File: src/rtl/dac_write_seq.sv
module dac_write_seq #(
  parameter int CLK_PERIOD_NS = 20,
  parameter int ADDR_SETUP_NS = 5,
  parameter int ADDR_HOLD_NS  = 5,
  parameter int DATA_SETUP_NS = 45,
  parameter int WR_LOW_NS     = 45,
  parameter int LOAD_LOW_NS   = 45,
  parameter int LOAD_TAIL_NS  = 50
) (
  input  logic       clk,
  input  logic       rst_n,
  input  logic       req_valid,
  output logic       req_ready,
  input  logic [9:0] req_code,
  input  logic       wide_bus,
  input  logic       signed_code,
  input  logic       hold_load,
  output logic       bus_cs_n,
  output logic       bus_wr_n,
  output logic [1:0] bus_addr,
  output logic [7:0] bus_data,
  output logic       bus_load_n,
  output logic       done
);

  function automatic int to_cyc(input int ns);
    int c;
    c = (ns + CLK_PERIOD_NS - 1) / CLK_PERIOD_NS;
    return (c < 1) ? 1 : c;
  endfunction

  localparam int SU_CYC   = to_cyc(ADDR_SETUP_NS);
  localparam int HOLD_CYC = to_cyc(ADDR_HOLD_NS);
  localparam int WR_CYC   = (to_cyc(WR_LOW_NS) > to_cyc(DATA_SETUP_NS)) ?
                            to_cyc(WR_LOW_NS) : to_cyc(DATA_SETUP_NS);
  localparam int LOAD_CYC = to_cyc(LOAD_LOW_NS);
  localparam int TAIL_CYC = (to_cyc(LOAD_TAIL_NS) > HOLD_CYC) ? to_cyc(LOAD_TAIL_NS) : HOLD_CYC;
  localparam int MAX_A    = (SU_CYC > WR_CYC) ? SU_CYC : WR_CYC;
  localparam int MAX_B    = (LOAD_CYC > TAIL_CYC) ? LOAD_CYC : TAIL_CYC;
  localparam int MAX_CYC  = (MAX_A > MAX_B) ? MAX_A : MAX_B;
  localparam int CNT_W    = $clog2(MAX_CYC + 1);

  typedef enum logic [2:0] {S_IDLE, S_SETUP, S_WRL, S_HOLD, S_GAP, S_LOAD} st_t;

  st_t              st;
  logic [CNT_W-1:0] cnt, lim;
  logic [1:0]       widx;
  logic [11:0]      word_q;
  logic             wide_q, xp_q, done_q;
  logic             last, ph_end, on_bus;
  logic [1:0]       slot_addr;
  logic [7:0]       slot_data;

  assign last   = wide_q ? (widx == 2'd1) : (widx == 2'd2);
  assign ph_end = (cnt == lim - 1'b1);
  assign on_bus = (st == S_SETUP) || (st == S_WRL) || (st == S_HOLD);

  always_comb begin
    case (st)
      S_SETUP: lim = CNT_W'(SU_CYC);
      S_WRL:   lim = CNT_W'(WR_CYC);
      S_HOLD:  lim = (last && xp_q) ? CNT_W'(TAIL_CYC) : CNT_W'(HOLD_CYC);
      S_LOAD:  lim = CNT_W'(LOAD_CYC);
      default: lim = CNT_W'(1);
    endcase
  end

  always_comb begin
    slot_addr = 2'b11;
    slot_data = {4'b0, word_q[11:8]};
    if (wide_q) begin
      if (widx == 2'd0) begin
        slot_addr = 2'b00;
        slot_data = word_q[7:0];
      end
    end else begin
      case (widx)
        2'd0: if (xp_q) begin slot_addr = 2'b10; slot_data = {4'b0, word_q[3:0]}; end
        2'd1: begin slot_addr = 2'b01; slot_data = {4'b0, word_q[7:4]}; end
        default: if (!xp_q) begin slot_addr = 2'b10; slot_data = {4'b0, word_q[3:0]}; end
      endcase
    end
  end

  always_ff @(posedge clk or negedge rst_n) begin
    if (!rst_n) begin
      st     <= S_IDLE;
      cnt    <= '0;
      widx   <= '0;
      word_q <= '0;
      wide_q <= 1'b0;
      xp_q   <= 1'b0;
      done_q <= 1'b0;
    end else begin
      done_q <= 1'b0;
      case (st)
        S_IDLE: if (req_valid) begin
          word_q <= {req_code ^ {signed_code, 9'b0}, 2'b00};
          wide_q <= wide_bus;
          xp_q   <= hold_load;
          widx   <= '0;
          cnt    <= '0;
          st     <= S_SETUP;
        end
        S_SETUP, S_WRL, S_LOAD, S_HOLD: begin
          if (!ph_end) begin
            cnt <= cnt + 1'b1;
          end else begin
            cnt <= '0;
            case (st)
              S_SETUP: st <= S_WRL;
              S_WRL:   st <= S_HOLD;
              S_HOLD: begin
                if (!last)     st <= S_GAP;
                else if (xp_q) begin st <= S_IDLE; done_q <= 1'b1; end
                else           st <= S_LOAD;
              end
              default: begin st <= S_IDLE; done_q <= 1'b1; end
            endcase
          end
        end
        S_GAP: begin
          widx <= widx + 1'b1;
          st   <= S_SETUP;
        end
        default: st <= S_IDLE;
      endcase
    end
  end

  assign req_ready  = (st == S_IDLE);
  assign done       = done_q;
  assign bus_cs_n   = !on_bus;
  assign bus_wr_n   = (st != S_WRL);
  assign bus_addr   = on_bus ? slot_addr : 2'b00;
  assign bus_data   = on_bus ? slot_data : 8'h00;
  assign bus_load_n = !(xp_q || st == S_LOAD);

  logic [7:0] wr_low_cnt;
  always_ff @(posedge clk or negedge rst_n) begin
    if (!rst_n)           wr_low_cnt <= '0;
    else if (bus_wr_n)    wr_low_cnt <= '0;
    else if (wr_low_cnt != 8'hFF) wr_low_cnt <= wr_low_cnt + 1'b1;
  end

  assert_wr_inside_cs_R7: assert property (@(posedge clk) disable iff (!rst_n)
    !bus_wr_n |-> !bus_cs_n) else $error("write strobe outside chip select");

  assert_bus_stable_R7: assert property (@(posedge clk) disable iff (!rst_n)
    !bus_wr_n |-> ($stable(bus_addr) && $stable(bus_data) && !$past(bus_cs_n)))
    else $error("address or data moved during write");

  assert_wr_width_R7: assert property (@(posedge clk) disable iff (!rst_n)
    $rose(bus_wr_n) |-> (wr_low_cnt == 8'(WR_CYC))) else $error("write width wrong");

  assert_load_after_writes_R8: assert property (@(posedge clk) disable iff (!rst_n)
    (!bus_load_n && !xp_q) |-> (bus_wr_n && bus_cs_n)) else $error("load pulse overlaps write");

  assert_done_pulse_R10: assert property (@(posedge clk) disable iff (!rst_n)
    done |-> (req_ready ##1 !done)) else $error("done not a single pulse with ready");

  assert_held_load_R5: assert property (@(posedge clk) disable iff (!rst_n)
    (!req_ready && xp_q) |-> !bus_load_n) else $error("held load released while busy");

endmodule

File: config.mk
export PLATFORM = sky130hd
export DESIGN_NAME = dac_write_seq
export DESIGN_NICKNAME = d
export VERILOG_FILES = /design/src/rtl/dac_write_seq.sv
export SDC_FILE = /design/constraint.sdc
export NUM_CORES = 1
export LEC_CHECK = 0
export ABC_AREA = 1
export BUFFER_PORTS_ARGS = -buffer_cell sky130_fd_sc_hd__buf_2
export CAP_MARGIN = 15
export CORE_UTILIZATION = 47
export CTS_BUF_LIST = sky130_fd_sc_hd__clkbuf_16
export CTS_CLUSTER_DIAMETER = 150
export DETAILED_ROUTE_END_ITERATION = 7
export MAX_ROUTING_LAYER = met4
export PLACE_DENSITY = 0.78
export SYNTH_ARGS = -nofsm -noshare
export SYNTH_HDL_FRONTEND = slang
export SYNTH_SLANG_ARGS = --single-unit
File: constraint.sdc
create_clock -name clk -period 1.4 [get_ports clk]
set_input_delay 0.07 -clock clk [delete_from_list [all_inputs] [get_ports clk]]
set_output_delay 0.07 -clock clk [all_outputs]
set_load 0.02 [all_outputs]
==> impl_metrics.json <==
{
  "io_pins": 31,
  "grt_overflow": 0,
  "wl_per_cell_microns": 13.5,
  "syn_to_final_growth_pct": 52.2,
  "final_net_count": 260,
  "synth-xor-area-share": 0.00705,
  "finalPower_mw": 5.62,
  "drt-total-wl_microns": 3630,
  "seqPwrFrac": 0.208,
  "power_frac_comb": 0.687,
  "whs_ps": 8.34,
  "synth_fa_ha_area_frac": 0.0403,
  "cts-root-buf": "clkbuf_16",
  "reg2reg_setup_slack_ps": -250,
  "timing.fmax_ghz": 0.562,
  "setup_viol": 16,
  "clk_pin_slew_ps": 60,
  "crit_arrival_ps": 1710,
  "final_hold_viol_count": 0,
  "syn_nets": 200,
  "power.density_nw_per_um2": 2970,
  "core-area_sq_um": 2480,
  "dp_hpwl_microns": 2520,
  "seq_area_frac_synth": 0.403,
  "p_int_mw": 2.88,
  "startpoint": "widx[1]",
  "dieHeight_microns": 53.4,
  "cp-endpoint": "bus_data[3]",
  "cts_buffers": 3,
  "fin_ws_ps": -380,
  "synth_area_leader_cell": "dfrtp_1",
  "syn_area_sq_um": 1240,
  "ys_warn_count": 0,
  "vias": 1413,
  "final_cells": 269,
  "antenna_found_initial": 0,
  "layout_common_cells": "nand2_1, buf_4, buf_2",
  "start_util": 0.502,
  "swShare": 0.488,
  "synthSimpleGateAreaFrac": 0.366,
  "die_w_microns": 53.4,
  "slew_headroom": 0.698,
  "status": "finished with violations",
  "place.port_buffers": 30,
  "finClkSkew_ps": 6.78,
  "criticalPathCategory": "reg2out",
  "worst_ir_drop_vdd_mv": 2.26,
  "syn_avg_cell_area_sq_um": 6.90,
  "cts_buffer_depth": 2,
  "ys_types": 21,
  "placed_cells": 256,
  "ys_top_cells_by_area": "dfrtp_1, nand2_1, inv_1",
  "grt_pass1_vias": 1315,
  "gp_congestion": 0.821,
  "fin_tns_setup_ps": -3350,
  "tritoncts": "yes",
  "rr_worst_depth": 14,
  "drv_cap": 0,
  "cts.sinks": 20,
  "antennaDiodeCount": 0,
  "detail_route.vias_per_cell": 5.25,
  "worstPathRequired_ps": 1330,
  "synth_mux_area_frac": 0,
  "clock_latency_ps": 260,
  "grt_max_degree": 21,
  "worstMarginPinSlew_ps": 453,
  "synth_top_family_by_area": "simple AND/OR/NAND/NOR gates",
  "synth_compound_area_frac": 0.101,
  "cp-end-kind": "primary output",
  "netlist_instances": 180,
  "drtIter0Drc": 24,
  "route.antenna.remaining_nets": 0,
  "start_kind": "flip-flop",
  "drive_gt1_frac": 0.439,
  "nFillCells": 178,
  "synth_top_area_frac": 0.403,
  "p_leak_nw": 1.00,
  "grt_pass1_wl_microns": 5580,
  "hp-class": "in2reg",
  "grtUsageTotal": 0.285,
  "rsz0062_at_grt": "yes",
  "fin_crit_sh": 1.27,
  "net-switching-power_mw": 2.74,
  "reg2reg_to": "st[1]",
  "fin_crit_ps": 1780,
  "worstPathMaxFanout": 4,
  "htreeDepth": 1,
  "dieArea_sq_um": 2850,
  "dr.pass1.iters": 4,
  "remaining_drc_errors": 0,
  "drv_slew": 0,
  "violations": "negative setup slack",
  "r2r-start": "widx[0]",
  "core.rowCount": 18,
  "final_common_cell": "nand2_1",
  "power_frac_clock": 0.105,
  "ys_ff_latch": 20
}
metrics by stage:
step	instance area [sq um]	utilization	worst slack, ps
final	1890	0.763	-380
after global routing	1890	0.763	-461
after CTS	1810	0.730	-328
after detailed placement	1630	0.657	-141
after global placement	1630	0.657	-62.0
after floorplan	1320	-	-51.4
layer usage:
metal,routed length [microns],global-route usage,vias up
li1,-,-,696
met1,1470,0.313,670
met2,1950,0.508,40
met3,161,0.0718,7
met4,45,0.0746,0
met5,0,-,-
power groups by stage:
stage               clock [mW]  combinational [mW]  sequential (mW)
floorplan                    0                2.15             1.10
global placement             0                3.10             1.12
detailed placement           0                3.22             1.13
CTS                      0.597                3.54             1.13
global route             0.622                4.21             1.20
finish                   0.588                3.86             1.17
flip-flops by register name (all words and copies together) (netlist names):
signal and flops:
st 3, wide_q 1, done 1, cnt 2, widx 2, word_q 10, xp_q 1
cell usage after synthesis (all sizes together):
master and number:
o21ai 6, buf 3, a22o 1, dfrtp 20, a21oi 5, a211oi 2, xnor2 1, inv 23
ha 4, nor3 4, nand3 17, nor2 14, nand2 73, a31oi 2, o211ai 2, o22ai 3
cell families (layout without fill, tap and decap cells):
logic type,count (synthesis),after routing
compound gates,21,21
simple gates,108,108
fa+ha+maj,4,4
xor+xnor,1,1
flops,20,20
buf+inv,26,85
repair_timing:
item                                    4_1_cts  5_1_grt
pin swaps                                    10       12
hold buffers                                  1        0
endpoints found under the hold margin        20        0
gates resized for setup                      16       22
endpoints found under the setup margin       14       32
buffers inserted                              6        2
how the worst min path moves through the flow:
stage | startpoint | to | cells past startpoint
after floorplan | rst_n | cnt[0] | 0
after global placement | rst_n | done | 1
after detailed placement | rst_n | done | 1
after CTS | req_code[1] | word_q[3] | 3
after global routing | req_code[4] | word_q[6] | 3
final | req_code[1] | word_q[3] | 3
critical path: stages, from the launching register on:
cell     delay (ps)
dfrtp_1         370
inv_2            70
buf_4           140
ha_4            180
buf_4           140
a21oi_1         130
nand2_1          70
a21oi_1         170
nor3_2           50
buf_2           150
final cells by class:
cell class	instances	area [sq um]	share of cell area
tap	30	37.5	0.0199
inverter	23	88.8	0.0470
clock buffer	3	75.1	0.0397
clock inverter	1	3.75	0.00199
multi-input combinational	134	791	0.418
timing repair buffer	58	393	0.208
sequential	20	502	0.265
No activity file was read; power rests on OpenSTA's default activity.
